**src/rtl/bmr_pkg.sv**
```systemverilog
package bmr_pkg;
  localparam int BUS_BYTES = 4;
  localparam int OFF_W     = 3;
  localparam int OFF_CMD   = 0;
  localparam int OFF_STAT  = 2;
  localparam int OFF_BASE  = 4;
  localparam int CMD_RUN   = 0;
  localparam int CMD_DIR   = 3;
  localparam int ST_ACT    = 0;
  localparam int ST_ERR    = 1;
  localparam int ST_IRQ    = 2;

  typedef enum logic [1:0] {
    SZ_BYTE = 2'd0,
    SZ_HALF = 2'd1,
    SZ_WORD = 2'd2,
    SZ_WALT = 2'd3
  } acc_size_e;

  function automatic logic [BUS_BYTES-1:0] size_mask(input logic [1:0] sz);
    case (acc_size_e'(sz))
      SZ_BYTE: size_mask = 4'b0001;
      SZ_HALF: size_mask = 4'b0011;
      default: size_mask = 4'b1111;
    endcase
  endfunction
endpackage

```
**src/rtl/bmr_lane_dec.sv**
```systemverilog
module bmr_lane_dec
  import bmr_pkg::*;
#(
  parameter int WIN_BYTES = 8
) (
  input  logic [OFF_W-1:0]       off,
  input  logic [1:0]             size,
  input  logic [8*BUS_BYTES-1:0] wdata,
  output logic [WIN_BYTES-1:0]   lane_en,
  output logic [8*WIN_BYTES-1:0] lane_data
);
  localparam int PAD_B = WIN_BYTES - BUS_BYTES;

  logic [WIN_BYTES-1:0]   en_ext;
  logic [8*WIN_BYTES-1:0] data_ext;

  always_comb begin
    en_ext    = {{PAD_B{1'b0}}, size_mask(size)};
    data_ext  = {{(8*PAD_B){1'b0}}, wdata};
    lane_en   = en_ext << off;
    lane_data = data_ext << {off, 3'b000};
  end
endmodule

```
**src/rtl/bmr_rd_sel.sv**
```systemverilog
module bmr_rd_sel
  import bmr_pkg::*;
#(
  parameter int WIN_BYTES = 8
) (
  input  logic [8*WIN_BYTES-1:0] image,
  input  logic [OFF_W-1:0]       off,
  input  logic [1:0]             size,
  output logic [8*BUS_BYTES-1:0] rdata
);
  logic [8*WIN_BYTES-1:0] shifted;
  logic [BUS_BYTES-1:0]   bmask;
  logic [8*BUS_BYTES-1:0] wmask;

  always_comb begin
    shifted = image >> {off, 3'b000};
    bmask   = size_mask(size);
  end

  for (genvar g = 0; g < BUS_BYTES; g++) begin : g_mask
    assign wmask[8*g +: 8] = {8{bmask[g]}};
  end

  assign rdata = shifted[8*BUS_BYTES-1:0] & wmask;
endmodule

```
**src/rtl/bmr_cmd_ctl.sv**
```systemverilog
module bmr_cmd_ctl
  import bmr_pkg::*;
#(
  parameter int ADDR_W     = 32,
  parameter int DESC_BYTES = 8
) (
  input  logic              clk,
  input  logic              rst_n,
  input  logic              cmd_we,
  input  logic [7:0]        cmd_wbyte,
  input  logic [ADDR_W-1:0] base,
  input  logic              ptr_step,
  input  logic              walk_done,
  output logic              run_q,
  output logic              dir_q,
  output logic              busy_q,
  output logic              go_q,
  output logic [ADDR_W-1:0] ptr_q
);
  localparam logic [ADDR_W-1:0] STEP = ADDR_W'(DESC_BYTES);

  logic              run_d, dir_d, busy_d, go_d;
  logic [ADDR_W-1:0] ptr_d;
  logic              run_rise, ctl_en;

  always_comb begin
    run_rise = cmd_we & cmd_wbyte[CMD_RUN] & ~run_q;
    go_d     = run_rise & ~busy_q;
    ctl_en   = cmd_we | ptr_step | walk_done;
    run_d    = run_q;
    dir_d    = dir_q;
    busy_d   = busy_q;
    ptr_d    = ptr_q;
    if (cmd_we) begin
      run_d = cmd_wbyte[CMD_RUN];
      dir_d = cmd_wbyte[CMD_DIR];
    end
    if (run_rise)      ptr_d = base;
    else if (ptr_step) ptr_d = ptr_q + STEP;
    if (go_d)           busy_d = 1'b1;
    else if (walk_done) busy_d = 1'b0;
  end

  always_ff @(posedge clk or negedge rst_n) begin
    if (!rst_n) begin
      run_q  <= 1'b0;
      dir_q  <= 1'b0;
      busy_q <= 1'b0;
      ptr_q  <= '0;
    end else if (ctl_en) begin
      run_q  <= run_d;
      dir_q  <= dir_d;
      busy_q <= busy_d;
      ptr_q  <= ptr_d;
    end
  end

  always_ff @(posedge clk or negedge rst_n) begin
    if (!rst_n) go_q <= 1'b0;
    else        go_q <= go_d;
  end
endmodule

```
**src/rtl/bmr_stat.sv**
```systemverilog
module bmr_stat
  import bmr_pkg::*;
(
  input  logic       clk,
  input  logic       rst_n,
  input  logic       stat_we,
  input  logic [7:0] stat_wbyte,
  input  logic       dev_irq,
  input  logic       walk_err,
  output logic       irq_q,
  output logic       err_q
);
  logic irq_d, err_d, clr_irq, clr_err, st_en;

  always_comb begin
    clr_irq = stat_we & stat_wbyte[ST_IRQ];
    clr_err = stat_we & stat_wbyte[ST_ERR];
    irq_d   = (irq_q & ~clr_irq) | dev_irq;
    err_d   = (err_q & ~clr_err) | walk_err;
    st_en   = stat_we | dev_irq | walk_err;
  end

  always_ff @(posedge clk or negedge rst_n) begin
    if (!rst_n) begin
      irq_q <= 1'b0;
      err_q <= 1'b0;
    end else if (st_en) begin
      irq_q <= irq_d;
      err_q <= err_d;
    end
  end
endmodule

```
**src/rtl/bmr_regs.sv**
```systemverilog
module bmr_regs
  import bmr_pkg::*;
#(
  parameter int ADDR_W     = 32,
  parameter int DESC_BYTES = 8
) (
  input  logic        clk,
  input  logic        rst_n,
  input  logic        acc_wr,
  input  logic [2:0]  acc_off,
  input  logic [1:0]  acc_size,
  input  logic [31:0] acc_wdata,
  output logic [31:0] acc_rdata,
  output logic        walk_go,
  output logic        walk_dir,
  output logic [31:0] walk_ptr,
  input  logic        ptr_step,
  input  logic        walk_done,
  input  logic        walk_err,
  input  logic        dev_irq,
  output logic        host_irq,
  output logic        busy
);
  localparam int BASE_B    = ADDR_W / 8;
  localparam int WIN_BYTES = OFF_BASE + BASE_B;

  logic [1:0]             rst_sync;
  logic                   rst_sync_n;
  logic [WIN_BYTES-1:0]   lane_en;
  logic [8*WIN_BYTES-1:0] lane_data;
  logic [ADDR_W-1:0]      base_q;
  logic                   run_q, dir_q, irq_flag, err_flag;
  logic [8*WIN_BYTES-1:0] image;

  always_ff @(posedge clk or negedge rst_n) begin
    if (!rst_n) rst_sync <= 2'b00;
    else        rst_sync <= {rst_sync[0], 1'b1};
  end
  assign rst_sync_n = rst_sync[1];

  bmr_lane_dec #(.WIN_BYTES(WIN_BYTES)) u_dec (
    .off(acc_off), .size(acc_size), .wdata(acc_wdata),
    .lane_en(lane_en), .lane_data(lane_data)
  );

  for (genvar g = 0; g < BASE_B; g++) begin : g_base
    logic       we_b;
    logic [7:0] d_b;
    assign we_b = acc_wr & lane_en[OFF_BASE+g];
    if (g == 0) begin : g_low
      assign d_b = {lane_data[8*OFF_BASE+2 +: 6], 2'b00};
    end else begin : g_hi
      assign d_b = lane_data[8*(OFF_BASE+g) +: 8];
    end
    always_ff @(posedge clk or negedge rst_sync_n) begin
      if (!rst_sync_n)  base_q[8*g +: 8] <= 8'h00;
      else if (we_b)    base_q[8*g +: 8] <= d_b;
    end
  end

  bmr_cmd_ctl #(.ADDR_W(ADDR_W), .DESC_BYTES(DESC_BYTES)) u_cmd (
    .clk(clk), .rst_n(rst_sync_n),
    .cmd_we(acc_wr & lane_en[OFF_CMD]),
    .cmd_wbyte(lane_data[8*OFF_CMD +: 8]),
    .base(base_q), .ptr_step(ptr_step), .walk_done(walk_done),
    .run_q(run_q), .dir_q(dir_q), .busy_q(busy), .go_q(walk_go),
    .ptr_q(walk_ptr)
  );

  bmr_stat u_stat (
    .clk(clk), .rst_n(rst_sync_n),
    .stat_we(acc_wr & lane_en[OFF_STAT]),
    .stat_wbyte(lane_data[8*OFF_STAT +: 8]),
    .dev_irq(dev_irq), .walk_err(walk_err),
    .irq_q(irq_flag), .err_q(err_flag)
  );

  always_comb begin
    image = '0;
    image[8*OFF_CMD + CMD_RUN]  = run_q;
    image[8*OFF_CMD + CMD_DIR]  = dir_q;
    image[8*OFF_STAT + ST_ACT]  = busy;
    image[8*OFF_STAT + ST_ERR]  = err_flag;
    image[8*OFF_STAT + ST_IRQ]  = irq_flag;
    image[8*OFF_BASE +: ADDR_W] = base_q;
  end

  bmr_rd_sel #(.WIN_BYTES(WIN_BYTES)) u_rd (
    .image(image), .off(acc_off), .size(acc_size), .rdata(acc_rdata)
  );

  assign walk_dir = dir_q;
  assign host_irq = dev_irq;
endmodule

```
**config.mk**
```make
export PLATFORM = sky130hd
export DESIGN_NAME = bmr_regs
export DESIGN_NICKNAME = d
export VERILOG_FILES = /design/src/rtl/bmr_pkg.sv /design/src/rtl/bmr_lane_dec.sv /design/src/rtl/bmr_rd_sel.sv /design/src/rtl/bmr_cmd_ctl.sv /design/src/rtl/bmr_stat.sv /design/src/rtl/bmr_regs.sv
export SDC_FILE = /design/constraint.sdc
export NUM_CORES = 1
export LEC_CHECK = 0
export BUFFER_PORTS_ARGS = -buffer_cell sky130_fd_sc_hd__buf_4
export CAP_MARGIN = 5
export CORE_MARGIN = 1
export CORE_UTILIZATION = 45
export DETAILED_ROUTE_END_ITERATION = 7
export PLACE_DENSITY = 0.69
export SETUP_SLACK_MARGIN = 0.3
export SYNTH_ARGS = -nofsm -noshare
export SYNTH_HDL_FRONTEND = slang
export SYNTH_SLANG_ARGS = --single-unit
```
**constraint.sdc**
```tcl
create_clock -name clk -period 6 [get_ports clk]
set_input_delay 0.9 -clock clk [delete_from_list [all_inputs] [get_ports clk]]
set_output_delay 0.9 -clock clk [all_outputs]
set_load 0.03 [all_outputs]
```
### After elaboration in Yosys (flattened, before gate mapping)

Cells that the tools add are included.

| word-level totals | value |
|---|---|
| register bits after elaboration | 70 |
| bits of input ports | 44 |
| output and inout bits | 68 |
| logic and storage cells | 52 |

| cells by class | value |
|---|---|
| $add $sub $neg | 1 |
| equal/unequal tests | 1 |
| shift operators | 3 |
| mux-type cells | 5 |
| bitwise operators | 24 |
| reductions and logical operators | 6 |

Operator list:

| operator | number |
|---|---|
| 32-bit 2-to-1 mux | 2 |
| 32-bit by 6-bit << shifter with 64-bit output | 1 |
| 64-bit by 6-bit >> shifter with 32-bit output | 1 |
| 32-bit by 4-bit adder with 32-bit output, second input constant | 1 |
| 32-bit bitwise AND | 1 |
| 1-bit bitwise AND | 13 |
| 4-bit case mux with 2 select lines | 1 |
| 4-bit by 3-bit << shifter with 8-bit output | 1 |
| 1-bit OR | 6 |
| 2-bit AND reduction | 3 |
| 1-bit NOT | 4 |
| 2-bit nonzero test | 2 |
| 2-bit by 1-bit == test with 1-bit output, second input constant | 1 |
| 2-bit logical NOT | 1 |
| 1-bit 2-to-1 mux | 2 |

### Logic depth before layout (Yosys ltp)

Gate-level depths: netlist of run 1.

| logic depth | value |
|---|---|
| word-level depth | 9 |
| depth in mapped cells | 7 |
| depth with buffers taken out | 5 |

### By module

A second synthesis of run 1 with hierarchy kept.

| unflattened totals | value |
|---|---|
| cell total of the unflattened synthesis | 622 |
| area total of the unflattened synthesis | 6147.1 um^2 |

Modules (own cells, without submodules):

| module | times used | cells an instance | area each (um^2) | sequential area each (um^2) |
|---|---|---|---|---|
| bmr_cmd_ctl | 1 | 226 | 1981.9 | 900.9 |
| bmr_rd_sel | 1 | 130 | 1461.4 | 0.0 |
| bmr_lane_dec | 1 | 188 | 1382.6 | 0.0 |
| bmr_regs | 1 | 72 | 1248.7 | 800.8 |
| bmr_stat | 1 | 6 | 72.6 | 50.0 |

### Least setup slack after synthesis of run 1

No wires, ideal clock.

| timing | value |
|---|---|
| path type | input to output |
| start | in acc_off[1] |
| end | out acc_rdata[2] |
| arrival | 2.665 ns |
| data required time | 5.100 ns |
| slack | 2.435 ns |
| cell stages on the path | 6 |
| path buffers | 4 |
| path through | buf_2 > buf_1 > buf_2 > buf_2 > a22oi_1 > o21ai_0 |

| between the ends | value |
|---|---|
| word-level cells in the longest chain between the ends | 2 |

Ends and longest elaborated chain:

| item | line | RTL |
|---|---|---|
| start, declared | bmr_regs.sv:10 | `input logic [2:0] acc_off,` |
| 64-bit by 6-bit >> shifter with 32-bit output | bmr_rd_sel.sv:16 | `shifted = image >> {off, 3'b000};` |
| 32-bit bitwise AND | bmr_rd_sel.sv:24 | `assign rdata = shifted[8*BUS_BYTES-1:0] & wmask;` |
| end, declared | bmr_regs.sv:13 | `output logic [31:0] acc_rdata,` |

No other way between the ends.

### Worst setup path in the final report of run 1

| timing | value |
|---|---|
| start | in acc_off[0] |
| end | out acc_rdata[28] |

Same word-level chain as after synthesis.

==> impl_results.md, run 1 <==
* Routed vias at 4,599
* Peak VDD IR at 254 uV
* Hold-fix buffers, CTS at 0
* Yosys top cell area share at 0.351
* Status: finished, final reports clean
* First-pass GRT wire length at 23,900 um
* Critical Path Source Type: primary input
* Initial antenna violation count at 0
* Critical path type: primary input to output port
* P_leak at 2.55 nW
* Layout cell share with drive strength beyond 1 at 0.280
* Port buffer count at 109
* Reg2reg end: u_cmd.ptr_q[28]
* Fill cells at 961
* CP Data Arrival Time at 3.42 ns
* Die area at 11,200 sq um
* Synthesized area per cell at 9.17 sq um
* Most common cell in the synthesized netlist: dfrtp_1
* Mapped cell area at 4840 sq um
* Worst path cell trace: buf_4 -> nor2b_1 -> a22oi_1 -> o22ai_1 -> and2_1 -> buf_4
* Largest net degree at the start of global routing at 74
* Router iterations before antenna repair at 5
* Yosys reg bits at 68
* Final Skew at 0.00744 ns
* CTS Sinks at 68
* Number of synthesized flops with an enable pin at 0
* Routed WL at 15,000 um
* CP endpoint kind: output port
* Max incr delay on CP at 1.01 ns
* Vias in the first global route at 4,434
* Top post-synthesis cells by area: dfrtp_1, mux2i_1, mux2_2
* CTS tree: done
* Layout Nets at 651
* Setup TNS at 0 ns
* Final Hold Viols at 0
* Core Area at 10,400 sq um
* Async SR Flop Fraction at 1.00
* Reg2reg path depth at 4
* Worst-skew pair later-pin latency at 0.35 ns
* Dominant cell type by area after synthesis: dfrtp_1
* Post-Syn Instances at 528
* Routability congestion estimate at 0.898
* ANT nets after route at 0
* RSZ-0062 raised after global routing: no
* H-tree depth at 3
* Endpoints failing setup at 0
* Postcts setup bufs at 0
* Die Ht at 106 um
* Slew HR at 0.214
* Crit-path max FO at 73
* # IOs at 112
* Cell variety after synth at 52
* Worst Hold Class: primary input to asynchronous set/reset pin
* Final min period at 4.32 ns
* DR iter-0 viols at 277
* Worst-margin pin slew at 1.18 ns
* CP required at 5.10 ns
* GRT overflow at 0
* Fmax at 0.231 GHz
* Reg clk slew, reported paths at 0.07 ns
* Max-slew violations at 0
* Pwr Density at 307 nW/um^2
* Row Count at 37
* DP HPWL at 10,300 um
* Global-route usage over all layers at 0.274
* Max Cap Viol at 0
* Synth cell count leaders: dfrtp_1, mux2i_1, nand2_1, mux2_2, nor2_1
* Via/cell ratio at 6.16
* Area post-placement at 5650 sq um
* Placed cells at 731
* Synth warnings at 0
* DRC at 0
* Die W at 106 um
* Sequential-to-total area share from yosys stat at 0.351
* Post-DR wirelength/cell at 20.0 um
* Design area at 5840 sq um
* Slowest-stage cell, CP: nor2b_1
* CTS root buffer: clkbuf_8
* Initial Util at 0.467
* R2r setup slk at 3.87 ns
* CTS buffer count at 9
* Ant diodes at 0
* Finished Layout Cells at 747
* Fin crit share at 0.721
* Synth Flop Type: dfrtp_1
* Worst path most repeated cell: buf_4
* CTS Buffer Depth at 2
* R2R Path Start: u_cmd.ptr_q[9]
* Area Overhead vs Synth at 20.6%
* Post-CTS resize count at 0
layer usage:
layer  track usage  vias up  wire length, um
li1              -     2150                -
met5             0        -                0
met4        0.0933        0              267
met2         0.444      185             7340
met3        0.0631       17              927
met1         0.358     2247             6430
stage by stage:
| stage | util | hold slack, ns | total power [mW] | setup slack, ns |
|---|---|---|---|---|
| detailed placement | 0.545 | 0.346 | 1.42 | 1.78 |
| global route | 0.563 | 0.300 | 1.89 | 1.51 |
| floorplan | - | 0.331 | 1.15 | 2.43 |
| CTS | 0.563 | 0.305 | 1.80 | 1.78 |
| finish | 0.563 | 0.319 | 1.79 | 1.68 |
| global placement | 0.545 | 0.341 | 1.41 | 1.78 |
worst max path at each step:
stage,from,end,slack [ns]
after floorplan,acc_off[1],acc_rdata[2],2.43
after global placement,acc_off[0],acc_rdata[29],1.78
after detailed placement,acc_off[0],acc_rdata[28],1.78
after CTS,acc_off[0],acc_rdata[28],1.78
after global routing,acc_off[0],acc_rdata[29],1.51
final,acc_off[0],acc_rdata[28],1.68
worst max-delay path, delay by kind of cell:
kind,cells,cell delay [ns]
simple gates,2,1.18
compound gates,2,0.42
buf+inv,2,0.84
report_power, final:
part           internal, mW  total, mW  switching, mW
clock                 0.190      0.372          0.181
sequential            0.567      0.740          0.173
combinational         0.293      0.680          0.387
registers in the layout, indices dropped and copies added (netlist names):
signal        cells
u_cmd.go_q        1
base_q           30
u_cmd.busy_q      1
u_cmd.dir_q       1
u_stat.err_q      1
u_cmd.run_q       1
u_cmd.ptr_q      30
rst_sync          2
u_stat.irq_q      1
placed cells by master, fill, tap and decap left out, types with 3 or more instances in the layout:
master       n
and3_1       5
o21ai_0     22
mux2_2      41
xor2_1       6
a22oi_1     18
o2bb2ai_1    6
nand4_1      7
nor3_1       3
a22o_1       8
a21oi_1      5
or4_1       13
and2_1      14
inv_1        3
or3_1        4
nor2_1      32
a211oi_1     4
nand2_1     43
and4_1       5
clkbuf_8     9
buf_4      111
a32o_1       5
dfrtp_1     67
o22ai_1     29
a31oi_1     15
nand3_1     13
xnor2_1      6
clkinv_2     3
conb_1       3
mux2i_1     53
nor2b_1     13
o31ai_1     12
cells by family after synthesis:
kind of cell,Yosys count,synth area share
buffers and inverters,49,0.0437
adders and majority gates,1,0.00258
DFF,68,0.351
muxes,94,0.205
and+or+nand+nor,164,0.179
xor gates and xnor gates,12,0.0217
other,2,0.00155
AOI/OAI and AO/OA,138,0.195
final cells by class:
class / instances / area (sq um) / share of cell area
Tap cell: 136 / 170 / 0.0291
Timing Repair Buffer: 111 / 833 / 0.143
Multi-Input combinational cell: 412 / 2930 / 0.502
Clock inverter: 5 / 52.6 / 0.00900
Sequential cell: 68 / 1700 / 0.292
Inverter: 4 / 15.0 / 0.00257
Clock buffer: 11 / 131 / 0.0225
Note: power is estimated with default switching activity, not from simulation.
==> run 2, diff against run 1 <==
- clock period: 6 -> 4 ns (I/O delays scaled with it)
==> run 2 against run 1 <==
  * Sequential power up 50%
  * First-iteration DRC count up 78%
  * Clock-buffer cell count up 1
  * Worst hold slack worse by 0.30 ns
  * Via count up 3.3%
  * Critical path type unchanged
  * Critical endpoint is now acc_rdata[29]
  * Largest cell class unchanged
==> impl_results.md, run 2 (synthesis gave the netlist of run 1 again) <==
* Critical path type: primary input to output port (unchanged)
* CTS buffer count at 9 (unchanged)
* Area Overhead vs Synth at 22.3% (was 20.6%)
* Global-route usage over all layers at 0.275 (was 0.274)
* Largest net degree at the start of global routing at 56 (was 74)
* Setup TNS at 0 ns (unchanged)
* Reg power frac at 0.408 (was 0.413)
* Post-CTS resize count at 0 (unchanged)
* Die W at 106 um (unchanged)
* Port buffer count at 109 (unchanged)
* Commonest non-fill, non-tap cell in the layout: buf_4 (unchanged)
* First-pass GRT wire length at 23,800 um (was 23,900 um)
* Max-slew violations at 0 (unchanged)
* Fill cells at 937 (was 961)
* Router iterations before antenna repair at 5 (unchanged)
* Layout Utilization at 0.571 (was 0.563)
* Post-route worst setup slack at 0.939 ns (was 1.68 ns)
* Slowest-stage cell, CP: buf_4 (was nor2b_1)
* Worst Hold Class: primary input to asynchronous set/reset pin (unchanged)
* Slew HR at 0.336 (was 0.214)
* Postcts setup bufs at 0 (unchanged)
* Die area at 11,200 sq um (unchanged)
* Routed WL at 15,200 um (was 15,000 um)
* Routed vias at 4,752 (was 4,599)
* Clock share of power at 0.214 (was 0.208)
* Worst slack at placement at 1.03 ns (was 1.78 ns)
* Worst-margin pin slew at 0.995 ns (was 1.18 ns)
* P_leak at 2.61 nW (was 2.55 nW)
* DR iter-0 viols at 494 (was 277)
* Gate power share at 0.378 (was 0.380)
* Post-DR wirelength/cell at 20.1 um (was 20.0 um)
* # IOs at 112 (unchanged)
* Fmax at 0.327 GHz
* Ant diodes at 0 (unchanged)
* Core Area at 10,400 sq um (unchanged)
* Final min period at 3.06 ns
* Layout Nets at 661 (was 651)
* Initial Util at 0.467 (unchanged)
* CP Data Arrival Time at 2.46 ns (was 3.42 ns)
* Internal power at 1.60 mW (was 1.05 mW)
* Vias in the first global route at 4,446 (was 4,434)
* CP required at 3.40 ns (was 5.10 ns)
* Hold-fix buffers, CTS at 0 (unchanged)
* Max Cap Viol at 0 (unchanged)
* Status: finished, final reports clean (unchanged)
* Final Hold Viols at 0 (unchanged)
* Tot Pwr at 2.73 mW (was 1.79 mW)
* Fin crit share at 0.765
* Worst-skew pair later-pin latency at 0.35 ns (about the same)
* Top delay family on crit path: buffers and inverters (was simple AND/OR/NAND/NOR gates)
* Via/cell ratio at 6.28 (was 6.16)
* CTS Buffer Depth at 2 (unchanged)
* Worst path most repeated cell: buf_4 (unchanged)
* Row Count at 37 (unchanged)
* Area post-placement at 5730 sq um (was 5650 sq um)
* GRT overflow at 0 (unchanged)
* Design area at 5920 sq um (was 5840 sq um)
* Worst path cell trace: buf_4 -> nor2b_1 -> buf_4 -> a22oi_1 -> o22ai_1 -> and2_1 -> buf_4 (was buf_4 -> nor2b_1 -> a22oi_1 -> o22ai_1 -> and2_1 -> buf_4)
* CTS Sinks at 68 (unchanged)
* Initial antenna violation count at 0 (unchanged)
* ANT nets after route at 0 (unchanged)
* RSZ-0062 raised after global routing: no (unchanged)
* CP Buf/Inv Count at 3 (was 2)
* Endpoints failing setup at 0 (unchanged)
* Layout cell share with drive strength beyond 1 at 0.291 (was 0.280)
* CTS root buffer: clkbuf_8 (unchanged)
* Biggest regs: base_q: 30 flops, u_cmd.ptr_q: 30 flops, rst_sync: 2 flops (unchanged)
* Die Ht at 106 um (unchanged)
* CTS tree: done (unchanged)
* Pwr Density at 461 nW/um^2 (was 307 nW/um^2)
* Routability congestion estimate at 0.863 (was 0.898)
* DP HPWL at 10,800 um (was 10,300 um)
* DRC at 0 (unchanged)
* CP endpoint kind: output port (unchanged)
* H-tree depth at 3 (unchanged)
* Commonest cells after routing, fill and taps aside: buf_4, dfrtp_1, mux2i_1 (unchanged)
* Crit-path max FO at 55 (was 73)
* Sw frac at 0.414 (about the same)
* Peak VDD IR at 389 uV (was 254 uV)
* Switching power at 1.13 mW (was 0.742 mW)
* Reg clk slew, reported paths at 0.07 ns (about the same)
* Critical Path Source Type: primary input (unchanged)
* Final Skew at 0.00807 ns (was 0.00744 ns)
* Max incr delay on CP at 0.53 ns (was 1.01 ns)
[run 2: changes by cell type in the layout (fill, tap and decap cells not counted)]
cell,previous run,this run
buf_4,111,121
clkbuf_8,9,10
clkinv_2,3,2
clkinv_4,0,1
clkinvlp_4,1,0
[run 2: power groups by stage]
| stage | Combinational (mW) | Sequential, mW | Clock [mW] |
|---|---|---|---|
| floorplan | 0.497 | 1.23 | 0 |
| global placement | 1.01 | 1.12 | 0 |
| detailed placement | 1.03 | 1.12 | 0 |
| CTS | 1.03 | 1.11 | 0.588 |
| global route | 1.10 | 1.14 | 0.619 |
| finish | 1.03 | 1.11 | 0.583 |
[run 2: final timing paths]
kind | start | slack [ns] | cells past startpoint | endpoint
max | acc_off[0] | 0.94 | 7 | acc_rdata[29]
min | rst_n | 0.02 | 1 | rst_sync[1]
max reg2reg | u_cmd.ptr_q[9] | 1.85 | 4 | u_cmd.ptr_q[28]
min reg2reg | rst_sync[1] | 0.23 | 0 | base_q[23]
max in group asynchronous | rst_sync[1] | 2.79 | 1 | base_q[6]
min in group clk | rst_sync[0] | 0.36 | 0 | rst_sync[1]
[run 2: layout make-up]
class / count / area, sq um / area share
clock buffer: 12 / 145 / 0.0245
clock inverter: 4 / 48.8 / 0.00824
inverter: 4 / 15.0 / 0.00253
multi-input combinational: 412 / 2930 / 0.495
sequential: 68 / 1700 / 0.287
tap: 136 / 170 / 0.0287
timing repair buffer: 121 / 908 / 0.153
[run 2: through the flow]
step           instances  hold WS [ns]
6_report             757        0.0166
5_1_grt              757       0.00638
4_1_cts              757       0.00597
3_5_place_dp         741         0.246
3_3_place_gp         741         0.244
2_1_floorplan        529         0.304
[run 2: worst register-to-register path: stages, from the launching register on]
cell,delay [ns]
dfrtp_1,0.48
nand3_2,0.15
or4_4,0.69
or4_1,0.55
a31oi_1,0.20
[run 2: metal layers]
layer | wire length [um] | GRT usage | part of all wire
met1 | 6440 | 0.373 | 0.42
met4 | 559 | 0.126 | 0.037
met2 | 7100 | 0.430 | 0.47
met5 | 0 | 0 | 0
met3 | 1130 | 0.0421 | 0.074
==> run 3, diff against run 2 <==
- clock period: 4 -> 3.2 ns (I/O delays scaled with it)
==> run 3 against run 2 <==
  * Worst hold slack better by 0.27 ns
  * Combinational power is 26% higher
  * Cell count is 1.3% higher
  * First-iteration DRC count is 0.81% higher
  * Sequential cell count stayed put
  * Global-route usage is 0.23 points lower
  * Sequential power is 24% higher
  * Clock skew is 0.0042 ns higher
  * Power is 26% higher
  * Clock power is 29% higher
  * Critical path depth stayed put
  * Clock-buffer cell count stayed put
  * Critical path type unchanged
==> impl_results.md, run 3 (synthesis gave the netlist of run 1 again) <==
* Finished Layout Cells at 767 (was 757)
* RSZ-0062 raised after global routing: no (unchanged)
* Post-CTS resize count at 0 (unchanged)
* Routed wl met2 at 7260 um (was 7100 um)
* WHS at 0.291 ns (was 0.0166 ns)
* Commonest cells after routing, fill and taps aside: buf_4, dfrtp_1, mux2i_1 (unchanged)
* Via/cell ratio at 6.17 (was 6.28)
* Worst Hold Class: primary input to flip-flop (was primary input to asynchronous set/reset pin)
* Placed cells at 750 (was 741)
* R2r setup slk at 1.04 ns (was 1.85 ns)
* CTS tree: done (unchanged)
* Routed WL at 15,100 um (was 15,200 um)
* Metal1 wirelength at 6390 um (was 6440 um)
* Routability congestion estimate at 0.856 (was 0.863)
* Global-route usage over all layers at 0.273 (was 0.275)
* CTS Sinks at 68 (unchanged)
* Status: finished, final reports clean (unchanged)
* CP startpoint: acc_off[1] (was acc_off[0])
* Slew HR at 0.428 (was 0.336)
* CP Data Arrival Time at 2.06 ns (was 2.46 ns)
* Critical Path Source Type: primary input (unchanged)
* Core Area at 10,400 sq um (unchanged)
* Routed wl met3 at 1070 um (was 1130 um)
* Largest net degree at the start of global routing at 67 (was 56)
* First-pass GRT wire length at 23,800 um (about the same)
* Max-slew violations at 0 (unchanged)
* Routed vias at 4,733 (was 4,752)
* R2R Path Start: u_cmd.ptr_q[9] (unchanged)
* Row Count at 37 (unchanged)
* DR iter-0 viols at 498 (was 494)
* Reg2reg path depth at 4 (unchanged)
* Crit path to: acc_rdata[30] (was acc_rdata[29])
* Tot Pwr at 3.44 mW (was 2.73 mW)
* Crit-path max FO at 51 (was 55)
* DRC at 0 (unchanged)
* CTS root buffer: clkbuf_8 (unchanged)
* Biggest regs: base_q: 30 flops, u_cmd.ptr_q: 30 flops, rst_sync: 2 flops (unchanged)
* Area Overhead vs Synth at 24.1% (was 22.3%)
* # IOs at 112 (unchanged)
* Max Cap Viol at 0 (unchanged)
* H-tree depth at 3 (unchanged)
* Final Hold Viols at 0 (unchanged)
* P_leak at 2.66 nW (was 2.61 nW)
* Pwr Density at 572 nW/um^2 (was 461 nW/um^2)
* Final min period at 2.54 ns
* Reg clk slew, reported paths at 0.09 ns (was 0.07 ns)
* Critical path type: primary input to output port (unchanged)
* GRT overflow at 0 (unchanged)
* Worst-margin pin slew at 0.858 ns (was 0.995 ns)
* Fin crit share at 0.795
* Post-DR wirelength/cell at 19.7 um (was 20.1 um)
* Fill cells at 944 (was 937)
* Layout cell share with drive strength beyond 1 at 0.303 (was 0.291)
* Worst-skew pair later-pin latency at 0.36 ns (was 0.35 ns)
* DR top layer: met4 (unchanged)
* Port buffer count at 109 (unchanged)
* Commonest non-fill, non-tap cell in the layout: buf_4 (unchanged)
* DP HPWL at 10,900 um (was 10,800 um)
* Peak VDD IR at 539 uV (was 389 uV)
* Initial antenna violation count at 0 (unchanged)
* Worst slack at placement at 0.740 ns (was 1.03 ns)
* CP required at 2.72 ns (was 3.40 ns)
* Setup TNS at 0 ns (unchanged)
* Post-route worst setup slack at 0.655 ns (was 0.939 ns)
* Reg2reg end: u_cmd.ptr_q[26] (was u_cmd.ptr_q[28])
* Initial Util at 0.467 (unchanged)
* Vias in the first global route at 4,527 (was 4,446)
* WHS Path Cells at 2
* CTS buffer count at 9 (unchanged)
* Endpoints failing setup at 0 (unchanged)
* CP endpoint kind: output port (unchanged)
* Die area at 11,200 sq um (unchanged)
* Fmax at 0.393 GHz
* Die Ht at 106 um (unchanged)
* Router iterations before antenna repair at 5 (unchanged)
* ANT nets after route at 0 (unchanged)
* CTS Buffer Depth at 2 (unchanged)
* Ant diodes at 0 (unchanged)
* Final Skew at 0.0123 ns (was 0.00807 ns)
* Die W at 106 um (unchanged)
* Layout Nets at 671 (was 661)
==> run 3: layout make-up <==
class                           count  area [sq um]  share of cell area
Inverter                            4          15.0             0.00250
Tap cell                          136           170              0.0283
Multi-Input combinational cell    412          2930               0.488
Clock inverter                      4          47.5             0.00791
Clock buffer                       12           155              0.0258
Timing Repair Buffer              131           986               0.164
Sequential cell                    68          1700               0.283
==> run 3: how the worst min path moves through the flow <==
stage          slack (ns)      endpoint  startpoint
6_report             0.29  u_stat.err_q    walk_err
5_1_grt              0.30  u_stat.err_q    walk_err
4_1_cts              0.29  u_stat.err_q    walk_err
3_5_place_dp         0.27   rst_sync[0]       rst_n
3_3_place_gp         0.26   rst_sync[0]       rst_n
2_1_floorplan        0.18   rst_sync[0]       rst_n
==> run 3: routing by layer <==
metal	vias to the layer above	track usage
li1	2185	-
met3	33	0.0414
met1	2299	0.366
met2	216	0.442
met4	0	0.104
met5	-	0
==> run 3: power by group <==
group	internal (mW)	switching, mW	leakage (nW)	total, mW
Clock	0.401	0.351	0.102	0.751
Combinational	0.563	0.739	1.72	1.30
Sequential	1.06	0.320	0.841	1.38
==> run 3: worst max-delay path: stages <==
cell and delay [ns]:
buf_4 0.45, nor2b_1 0.26, buf_4 0.18, a22oi_1 0.07, o21ai_0 0.25, and2_1 0.18
buf_4 0.16
==> run 3: what timing repair did <==
action | CTS | global route
endpoints found under the hold margin | 2 | 0
buffers inserted | 0 | 0
hold buffers | 1 | 0
==> run 3: metrics by stage <==
step | instance area (sq um) | utilization
floorplan | 4850 | -
global placement | 5800 | 0.559
detailed placement | 5800 | 0.559
CTS | 6010 | 0.580
global route | 6010 | 0.580
finish | 6010 | 0.580
